<file path="config.mk">
export PLATFORM = sky130hd
export DESIGN_NAME = nand_lun
export DESIGN_NICKNAME = d
export VERILOG_FILES = /design/src/rtl/nand_lun_pkg.sv /design/src/rtl/nand_lun_step_gen.sv /design/src/rtl/nand_lun_array.sv /design/src/rtl/nand_lun_page_reg.sv /design/src/rtl/nand_lun_ctrl.sv /design/src/rtl/nand_lun.sv
export SDC_FILE = /design/constraint.sdc
export NUM_CORES = 1
export LEC_CHECK = 0
export BUFFER_PORTS_ARGS = -buffer_cell sky130_fd_sc_hd__buf_2
export CAP_MARGIN = 20
export CORE_MARGIN = 2
export CORE_UTILIZATION = 50
export CTS_BUF_LIST = sky130_fd_sc_hd__clkbuf_8
export DETAILED_ROUTE_END_ITERATION = 8
export PLACE_DENSITY = 0.72
export SYNTH_ARGS = -nofsm -noshare
export SYNTH_HDL_FRONTEND = slang
export SYNTH_HIERARCHICAL = 1
export SYNTH_SLANG_ARGS = --single-unit
</file>
<file path="constraint.sdc">
create_clock -name clk -period 4.85 [get_ports clk]
set_clock_uncertainty 0.2 [all_clocks]
set_input_delay 0.2425 -clock clk [delete_from_list [all_inputs] [get_ports clk]]
set_output_delay 0.2425 -clock clk [all_outputs]
set_load 0.005 [all_outputs]
</file>
<file path="src/rtl/nand_lun_pkg.sv">
package nand_lun_pkg;
  typedef enum logic [1:0] {
    OP_READ  = 2'd0,
    OP_PROG  = 2'd1,
    OP_ERASE = 2'd2,
    OP_PARAM = 2'd3
  } lun_op_e;

  typedef enum logic [1:0] {
    S_IDLE  = 2'd0,
    S_XFER  = 2'd1,
    S_DRAIN = 2'd2
  } lun_state_e;

  localparam int SR_READY    = 6;
  localparam int SR_REQERR   = 1;
  localparam int SR_PROTFAIL = 0;
endpackage

</file>
<file path="src/rtl/nand_lun_step_gen.sv">
module nand_lun_step_gen #(
  parameter int          MAX_STEP = 4,
  parameter logic [7:0]  SEED     = 8'hB7,
  localparam int         STEP_W   = $clog2(MAX_STEP + 1)
) (
  input  logic              clk,
  input  logic              rst,
  output logic [STEP_W-1:0] step
);
  logic [7:0] lfsr;
  logic       fb;

  assign fb = lfsr[7] ^ lfsr[5] ^ lfsr[4] ^ lfsr[3];

  always_ff @(posedge clk) begin
    if (rst) begin
      lfsr <= SEED;
      step <= STEP_W'(1);
    end else begin
      lfsr <= {lfsr[6:0], fb};
      step <= STEP_W'((int'(lfsr) % MAX_STEP) + 1);
    end
  end
endmodule

</file>
<file path="src/rtl/nand_lun_array.sv">
module nand_lun_array #(
  parameter int ADDR_W = 7
) (
  input  logic              clk,
  input  logic              we,
  input  logic [ADDR_W-1:0] waddr,
  input  logic [7:0]        wdata,
  input  logic [ADDR_W-1:0] raddr,
  output logic [7:0]        rdata
);
  logic [7:0] mem [2**ADDR_W];

  always_ff @(posedge clk) begin
    if (we) mem[waddr] <= wdata;
    rdata <= mem[raddr];
  end
endmodule

</file>
<file path="src/rtl/nand_lun_page_reg.sv">
module nand_lun_page_reg #(
  parameter int PAGE_BYTES = 8,
  localparam int COL_W     = $clog2(PAGE_BYTES)
) (
  input  logic             clk,
  input  logic             rst,
  input  logic             busy,
  input  logic             col_load,
  input  logic [COL_W-1:0] col_in,
  input  logic             host_wr,
  input  logic [7:0]       host_wdata,
  input  logic             host_rd,
  output logic [7:0]       host_rdata,
  input  logic             int_we,
  input  logic [COL_W-1:0] int_addr,
  input  logic [7:0]       int_wdata,
  input  logic [COL_W-1:0] int_raddr,
  output logic [7:0]       int_rdata
);
  logic [7:0]       pg [PAGE_BYTES];
  logic [COL_W-1:0] ptr;

  assign int_rdata = pg[int_raddr];

  always_ff @(posedge clk) begin
    if (rst) begin
      ptr        <= '0;
      host_rdata <= 8'h00;
      for (int i = 0; i < PAGE_BYTES; i++) pg[i] <= 8'h00;
    end else if (busy) begin
      if (int_we) pg[int_addr] <= int_wdata;
    end else if (col_load) begin
      ptr <= col_in;
    end else if (host_wr) begin
      pg[ptr] <= host_wdata;
      ptr     <= ptr + 1'b1;
    end else if (host_rd) begin
      host_rdata <= pg[ptr];
      ptr        <= ptr + 1'b1;
    end
  end
endmodule

</file>
<file path="src/rtl/nand_lun_ctrl.sv">
module nand_lun_ctrl
  import nand_lun_pkg::*;
#(
  parameter int PAGE_BYTES      = 8,
  parameter int PAGES_PER_BLOCK = 4,
  parameter int NUM_BLOCKS      = 4,
  parameter int WORK_UNITS      = 12,
  parameter int MAX_STEP        = 4,
  localparam int COL_W  = $clog2(PAGE_BYTES),
  localparam int PG_W   = $clog2(PAGES_PER_BLOCK),
  localparam int ROW_W  = $clog2(PAGES_PER_BLOCK * NUM_BLOCKS),
  localparam int ADDR_W = ROW_W + COL_W,
  localparam int STEP_W = $clog2(MAX_STEP + 1)
) (
  input  logic              clk,
  input  logic              rst,
  input  logic              req_valid,
  input  logic [1:0]        req_op,
  input  logic [ROW_W-1:0]  req_row,
  input  logic              wp,
  input  logic [STEP_W-1:0] step,
  output logic [7:0]        status,
  output logic              busy,
  output logic              arr_we,
  output logic [ADDR_W-1:0] arr_waddr,
  output logic [7:0]        arr_wdata,
  output logic [ADDR_W-1:0] arr_raddr,
  input  logic [7:0]        arr_rdata,
  output logic              pg_we,
  output logic [COL_W-1:0]  pg_addr,
  output logic [7:0]        pg_wdata,
  output logic [COL_W-1:0]  pg_raddr,
  input  logic [7:0]        pg_rdata
);
  localparam int BLK_W  = PG_W + COL_W;
  localparam int IDX_W  = BLK_W + 1;
  localparam int WORK_W = $clog2(WORK_UNITS + 1);
  localparam int BLK_BYTES = PAGES_PER_BLOCK * PAGE_BYTES;

  lun_state_e       state;
  lun_op_e          op_q;
  logic [ROW_W-1:0] row_q;
  logic             blocked_q;
  logic [IDX_W-1:0] idx;
  logic [IDX_W-1:0] idx_m1;
  logic [IDX_W-1:0] xfer_last;
  logic [WORK_W-1:0] work;
  logic             ready_q, err_q, pfail_q;
  logic [COL_W-1:0] col;

  function automatic logic [7:0] param_byte(input logic [COL_W-1:0] c);
    case (int'(c))
      0:       return 8'(PAGE_BYTES);
      1:       return 8'(PAGES_PER_BLOCK);
      2:       return 8'(NUM_BLOCKS);
      default: return 8'h00;
    endcase
  endfunction

  assign col       = idx[COL_W-1:0];
  assign idx_m1    = idx - IDX_W'(1);
  assign xfer_last = (op_q == OP_ERASE) ? IDX_W'(BLK_BYTES) : IDX_W'(PAGE_BYTES);
  assign busy      = (state != S_IDLE);
  assign status    = {1'b0, ready_q, 4'b0000, err_q, pfail_q};

  always_ff @(posedge clk) begin
    if (rst) begin
      state     <= S_IDLE;
      op_q      <= OP_READ;
      row_q     <= '0;
      blocked_q <= 1'b0;
      idx       <= '0;
      work      <= '0;
      ready_q   <= 1'b1;
      err_q     <= 1'b0;
      pfail_q   <= 1'b0;
    end else begin
      if (req_valid && state != S_IDLE) err_q <= 1'b1;
      case (state)
        S_IDLE: begin
          if (req_valid) begin
            op_q      <= lun_op_e'(req_op);
            row_q     <= req_row;
            blocked_q <= wp && (req_op == OP_PROG || req_op == OP_ERASE);
            idx       <= '0;
            work      <= WORK_W'(WORK_UNITS);
            ready_q   <= 1'b0;
            pfail_q   <= 1'b0;
            state     <= S_XFER;
          end
        end
        S_XFER: begin
          if (idx == xfer_last) state <= S_DRAIN;
          else                  idx   <= idx + IDX_W'(1);
        end
        S_DRAIN: begin
          if (int'(work) <= int'(step)) begin
            state   <= S_IDLE;
            ready_q <= 1'b1;
            pfail_q <= blocked_q;
          end else begin
            work <= work - WORK_W'(step);
          end
        end
        default: state <= S_IDLE;
      endcase
    end
  end

  always_comb begin
    arr_we    = 1'b0;
    arr_waddr = {row_q, col};
    arr_wdata = 8'hFF;
    arr_raddr = {row_q, col};
    pg_we     = 1'b0;
    pg_addr   = col;
    pg_wdata  = arr_rdata;
    pg_raddr  = col;
    if (state == S_XFER) begin
      case (op_q)
        OP_READ: begin
          if (idx != '0) begin
            pg_we    = 1'b1;
            pg_addr  = idx_m1[COL_W-1:0];
            pg_wdata = arr_rdata;
          end
        end
        OP_PARAM: begin
          if (idx < IDX_W'(PAGE_BYTES)) begin
            pg_we    = 1'b1;
            pg_wdata = param_byte(col);
          end
        end
        OP_PROG: begin
          if (idx < IDX_W'(PAGE_BYTES) && !blocked_q) begin
            arr_we    = 1'b1;
            arr_wdata = pg_rdata;
          end
        end
        OP_ERASE: begin
          if (idx < IDX_W'(BLK_BYTES) && !blocked_q) begin
            arr_we    = 1'b1;
            arr_waddr = {row_q[ROW_W-1:PG_W], idx[BLK_W-1:0]};
            arr_wdata = 8'hFF;
          end
        end
        default: ;
      endcase
    end
  end
endmodule

</file>
<file path="src/rtl/nand_lun.sv">
module nand_lun #(
  parameter int         PAGE_BYTES      = 8,
  parameter int         PAGES_PER_BLOCK = 4,
  parameter int         NUM_BLOCKS      = 4,
  parameter int         WORK_UNITS      = 12,
  parameter int         MAX_STEP        = 4,
  parameter logic [7:0] LFSR_SEED       = 8'hB7,
  localparam int COL_W = $clog2(PAGE_BYTES),
  localparam int ROW_W = $clog2(PAGES_PER_BLOCK * NUM_BLOCKS)
) (
  input  logic             clk,
  input  logic             rst,
  input  logic             req_valid,
  input  logic [1:0]       req_op,
  input  logic [ROW_W-1:0] req_row,
  input  logic             wp,
  input  logic             col_load,
  input  logic [COL_W-1:0] col_in,
  input  logic             byte_wr,
  input  logic [7:0]       byte_wdata,
  input  logic             byte_rd,
  output logic [7:0]       byte_rdata,
  output logic [7:0]       status
);
  localparam int ADDR_W = ROW_W + COL_W;
  localparam int STEP_W = $clog2(MAX_STEP + 1);

  logic [STEP_W-1:0] step;
  logic              busy;
  logic              arr_we;
  logic [ADDR_W-1:0] arr_waddr, arr_raddr;
  logic [7:0]        arr_wdata, arr_rdata;
  logic              pg_we;
  logic [COL_W-1:0]  pg_addr, pg_raddr;
  logic [7:0]        pg_wdata, pg_rdata;

  nand_lun_step_gen #(.MAX_STEP(MAX_STEP), .SEED(LFSR_SEED)) u_step (
    .clk(clk), .rst(rst), .step(step)
  );

  nand_lun_ctrl #(
    .PAGE_BYTES(PAGE_BYTES), .PAGES_PER_BLOCK(PAGES_PER_BLOCK),
    .NUM_BLOCKS(NUM_BLOCKS), .WORK_UNITS(WORK_UNITS), .MAX_STEP(MAX_STEP)
  ) u_ctrl (
    .clk(clk), .rst(rst), .req_valid(req_valid), .req_op(req_op),
    .req_row(req_row), .wp(wp), .step(step), .status(status), .busy(busy),
    .arr_we(arr_we), .arr_waddr(arr_waddr), .arr_wdata(arr_wdata),
    .arr_raddr(arr_raddr), .arr_rdata(arr_rdata),
    .pg_we(pg_we), .pg_addr(pg_addr), .pg_wdata(pg_wdata),
    .pg_raddr(pg_raddr), .pg_rdata(pg_rdata)
  );

  nand_lun_array #(.ADDR_W(ADDR_W)) u_array (
    .clk(clk), .we(arr_we), .waddr(arr_waddr), .wdata(arr_wdata),
    .raddr(arr_raddr), .rdata(arr_rdata)
  );

  nand_lun_page_reg #(.PAGE_BYTES(PAGE_BYTES)) u_page (
    .clk(clk), .rst(rst), .busy(busy), .col_load(col_load), .col_in(col_in),
    .host_wr(byte_wr), .host_wdata(byte_wdata), .host_rd(byte_rd),
    .host_rdata(byte_rdata), .int_we(pg_we), .int_addr(pg_addr),
    .int_wdata(pg_wdata), .int_raddr(pg_raddr), .int_rdata(pg_rdata)
  );
endmodule

</file>
## After elaboration in Yosys (flattened, before gate mapping)

Memories as Yosys holds them, arrays and structs flattened. A register that Yosys moved wholly into a read port is not among the register bits.
Cells that the tools add are included.
Widths: inputs -> output; s select.

| storage, ports and cells | value |
|---|---|
| register bits | 36 |
| latch bits | 0 |
| bits in writable memories | 1088 |
| bits in read-only memories | 0 |
| input port bits | 24 |
| logic and storage cells | 128 |
| memories | 2 |

| cells by class | value |
|---|---|
| $add $sub $neg | 5 |
| multiply operators | 0 |
| divide/modulo/power cells | 0 |
| order comparisons | 3 |
| equality and inequality tests | 15 |
| shifts and indexed selects | 0 |
| mux-type cells | 61 |
| bitwise gates (word level) | 6 |
| reductions and logical operators | 24 |

Memory list:

| name | words | bits a word | read ports | clocked after memory_dff | wr ports | line | source |
|---|---|---|---|---|---|---|---|
| u_array.mem | 128 | 8 | 1 | 1 | 1 | nand_lun_array.sv:11 | `logic [7:0] mem [2**ADDR_W];` |
| u_page.pg | 8 | 8 | 2 | 2 | 8 | nand_lun_page_reg.sv:20 | `logic [7:0] pg [PAGE_BYTES];` |

Operators with widths:

| cell | number |
|---|---|
| $mux 8 | 8 |
| $mux 3 | 10 |
| $mux 1 | 24 |
| $mux 6 | 3 |
| $pmux 4 s2 | 2 |
| $reduce_or 8->1 | 2 |
| $mux 5 | 3 |
| $pmux 6 s2 | 1 |
| $reduce_and 3->1 | 4 |
| $eq 2x2->1 const B | 4 |
| $mux 4 | 2 |
| $pmux 1 s2 | 4 |
| $add 6x1->6 const B | 1 |
| $eq 2x1->1 const B | 3 |
| $eq 6x6->1 | 1 |
| $lt 6x4->1 const B | 1 |
| $lt 6x6->1 const B | 1 |
| $mux 2 | 3 |
| $ne 2x2->1 const B | 3 |
| $pmux 2 s3 | 1 |
| $reduce_bool 2->1 | 3 |
| $reduce_bool 6->1 | 1 |
| $le 4x3->1 | 1 |
| $logic_and 1x1->1 | 4 |
| other kinds (17) | 24 |

## Longest topological paths before layout

| depth | value |
|---|---|
| depth in word-level cells | 11 |
| mapped depth | 10 |
| depth with buffers taken out | 10 |

## Modules after synthesis

The synthesis kept the hierarchy.

Modules (own cells, without submodules):

| module | instances | cells each | area each (um2) | sequential area each (um2) |
|---|---|---|---|---|
| nand_lun_array | 1 | 1635 | 39665.5 | 30909.6 |
| nand_lun_page_reg | 1 | 292 | 4035.1 | 2142.1 |
| nand_lun_ctrl | 1 | 201 | 1609.0 | 440.4 |
| nand_lun_step_gen | 1 | 27 | 332.8 | 220.2 |

## Least setup slack after synthesis

No wires, ideal clock.

| timing path | value |
|---|---|
| kind | reg-to-reg |
| from | reg u_ctrl.idx[0] |
| to | reg u_array.rdata[0] (read register of u_array.mem) |
| arrival | 2.941 ns |
| data required time | 4.529 ns |
| slack | 1.589 ns |
| cell stages (with the launch flop) | 8 |
| path buffers | 3 |
| cell sequence | dfxtp_1 buf_4 clkbuf_1 buf_1 mux4_2 mux4_2 mux4_2 mux2_2 |

RTL lines:

| what | line | source |
|---|---|---|
| start, declared | nand_lun_ctrl.sv:44 | `logic [IDX_W-1:0] idx;` |
| start signal, assigned | nand_lun_ctrl.sv:94 | `else idx <= idx + IDX_W'(1);` |
| end, declared | nand_lun_array.sv:9 | `output logic [7:0] rdata` |

## Worst setup path in the final report

| timing path | value |
|---|---|
| from | reg u_ctrl.state[0] |
| to | mem u_array.mem[6][5], enable pin |

| on the way | value |
|---|---|
| word-level cells in the longest chain between the ends | 4 |

Ends and longest elaborated chain:

| what | line | source |
|---|---|---|
| start, declared | nand_lun_ctrl.sv:40 | `lun_state_e state;` |
| start signal, assigned | nand_lun_ctrl.sv:68 | `state <= S_IDLE;` |
| start signal, assigned | nand_lun_ctrl.sv:89 | `state <= S_XFER;` |
| start signal, assigned | nand_lun_ctrl.sv:93 | `if (idx == xfer_last) state <= S_DRAIN;` |
| $eq 2x1->1 | nand_lun_ctrl.sv:119 | `if (state == S_XFER) begin` |
| $mux 1 | nand_lun_ctrl.sv:119 |  |
| via arr_we | nand_lun.sv:30 | `logic arr_we;` |
| $mux 1 | nand_lun_array.sv:14 | `if (we) mem[waddr] <= wdata;` |
| $mux 1 (not written as such) | nand_lun_array.sv:14 |  |
| end, declared | nand_lun_array.sv:11 |  |

The timed path passes the listed nets, and every way through them passes these cells.

==> impl_metrics.ini <==
[floorplan]
coreArea_um2 = 90300
initial_core_util_pct = 50.6
fp.dieH_um = 306
rows = 110
die_x_um = 306
ios = 40
dieArea_um2 = 93700

[synthesis]
synth_mux_area_share_pct = 19.0
syn_area_um2 = 45600
synth_fa_ha_area_share_pct = 0.455
yosysMostFrequentCell = edfxtp_1
synth_common_cells = 1088 x edfxtp_1, 352 x mux4_2, 204 x nor2_1
synth_area_per_cell_um2 = 21.2
ys_types = 58
synth.yosys.seq_area_share_pct = 73.9
synth_top_cell_by_area = edfxtp_1
yosys_warnings = 6
syn_inst = 2155
synthTopCellsByArea = edfxtp_1 72%, mux4_2 17%, dfxtp_1 2.3%
ys_seq_elements = 1140
async_flop_share_pct = 0
synth_top_family_by_area = multiplexers
synth_compound_area_share_pct = 1.12
synth_ff_type = edfxtp_1
synth_top_area_share_pct = 71.6
synth_edf_count = 1088
synth_xor_area_share_pct = 0.173
yosys.area_share.simple_pct = 3.83

[clock_network]
cts_setup_buffers = 0
cts_hold_buf = 54
cts_resized = 0
clock_latency_ns = 0.86
path_clk_slew_ns = 0.06
clk_path_buf_depth = 3
cts_root_buf = clkbuf_8
cts_tree = built
clock_sinks = 1140
cts_buffers = 178
cts-htree-levels = 4

[min_path]
hold_depth = 4
worstHoldStart = req_valid
hold_path_class = in2reg
holdPathEnd = u_ctrl/state[0]

[setup_path]
critPathCaptureType = flop
required_ns = 5.12
cp_max_fo = 10
worstSetupStartpointType = flop
r2r-end = u_array/mem[6][5]
setup.worst_path.class = reg2reg
r2r.worst_path.cells = 9
critPathLaunch = u_ctrl/state[0]
critPathArrivalTime_ns = 4.55
r2r_start = u_ctrl/state[0]
r2r_setup_slack_ns = 0.57

[timing]
final.setup.tns_ns = 0
rsz0062_at_grt = false
max_freq_ghz = 0.234
finalHoldViolCount = 0
relSlewSlack_pct = 21.9
finalSetupViolCount = 0
finalCriticalPeriod_ns = 4.28
drv_slew = 0
post-route-period-util_pct = 88.2
worst_pin_slew_ns = 1.14

[route]
vias = 22600
ant_nets = 0
wirelength_mm = 101
routedWlPerCell_um = 27.2
drt_iter0_markers = 2595
drcViolationCount = 0
drt-vias-per-instance = 6.08
drtPass1Iterations = 5

[global_routing]
overflow = 0
grt_max_degree = 119
grt_pass1_wl_mm = 152
antenna_found_initial = 6
track_usage_pct = 22.1
grt_pass1_vias = 23300

[finish]
final_layout_size_suffix_gt1_share_pct = 30.0
post-route-util_pct = 56.9
final_cells = 3714
final_nets = 2436
syn2layout_area_growth_pct = 12.5

[power]
peakVddDrop_mv = 0.225
power_w = 0.0190
power_density_nw_per_um2 = 370
p_leak_nw = 18.2

[place]
hpwlAfterDp_mm = 62.4
dp_cells = 3337
port_buffers = 34
gp_congestion = 0.859

[job]
maxCapViolCount = 0

[run_status]
status = finished, final reports clean
## placed cells by master (no fill, tap or decap), types with 16 or more instances in the layout
master	count
a21oi_1	20
a22oi_1	16
buf_2	34
buf_4	93
clkbuf_8	183
clkinv_1	47
dfxtp_1	47
dlygate4sd3_1	54
edfxtp_1	1088
inv_1	72
mux2_2	20
mux2i_1	41
mux4_2	352
nand2_1	38
nand2b_1	16
nor2_1	204
nor2b_1	20
## worst max-delay path, stage by stage, from the launching register on
cell and delay (ns):
dfxtp_1 0.50, nand2b_1 0.17, nor2_1 0.17, nand3_1 0.33, a21boi_0 0.59, buf_4 0.26, nor2b_1 0.30, nand3_1 0.51
buf_4 0.37, nor2_1 0.48
## how the worst max path moves through the flow
stage / to / slack [ns] / cells past startpoint
after floorplan: u_array/rdata[0] / 1.59 / 7
after global routing: u_array/mem[6][1] / 0.41 / 9
after global placement: u_array/mem[6][4] / 0.93 / 9
after CTS: u_array/mem[6][5] / 0.73 / 9
final: u_array/mem[6][5] / 0.57 / 9
after detailed placement: u_array/mem[6][1] / 0.79 / 9
## layout make-up
type | instances | area, µm²
fillers | 6467 | 38900
diodes | 2 | 5.00
repair buffers | 189 | 1580
flip-flops and latches | 1140 | 33700
well taps | 1176 | 1470
multi-input cells | 873 | 11300
inverters | 14 | 52.6
clock buffers | 183 | 2520
clock inverters | 137 | 743
## per-layer routing
metal	GRT usage, %	part of all wire, %	vias up
li1	-	-	9421
met1	30.7	40	11900
met2	36.0	50	1104
met3	4.80	8.5	152
met4	6.06	2.0	4
met5	0	0.025	-
## through the flow
stage / cell area [µm²] / hold WS, ns / worst slack (ns)
floorplan: 45700 / 0.114 / 1.59
global placement: 47500 / 0.193 / 0.925
detailed placement: 47500 / 0.197 / 0.787
CTS: 51300 / 0.0263 / 0.735
global route: 51300 / 0.128 / 0.413
finish: 51300 / 0.111 / 0.572
## state kept, by name, indices dropped and copies added (netlist names), 3 cells and up
| signal | count |
|---|---|
| u_array/mem | 1024 |
| u_array/rdata | 8 |
| u_ctrl/idx | 6 |
| u_ctrl/row_q | 4 |
| u_ctrl/work | 4 |
| u_page/host_rdata | 8 |
| u_page/pg | 64 |
| u_page/ptr | 3 |
| u_step/lfsr | 8 |
| u_step/step | 3 |
## power breakdown
group	internal, W	leakage (nW)	total, W	switching, W
Sequential	0.0107	12.4	0.0108	0.0000771
Combinational	0.000338	3.91	0.000767	0.000428
Clock	0.00370	1.88	0.00742	0.00372
Total	0.0148	18.2	0.0190	0.00422
## logic make-up after synthesis
kind of cell / Yosys count
AO/OA/AOI/OAI: 68
XOR/XNOR: 9
adder cells (fa/ha/maj): 16
buffers and inverters: 146
flip-flops: 1140
multiplexers: 419
other: 1
AND/OR/NAND/NOR: 356
Power figures use the tool's default switching activity.
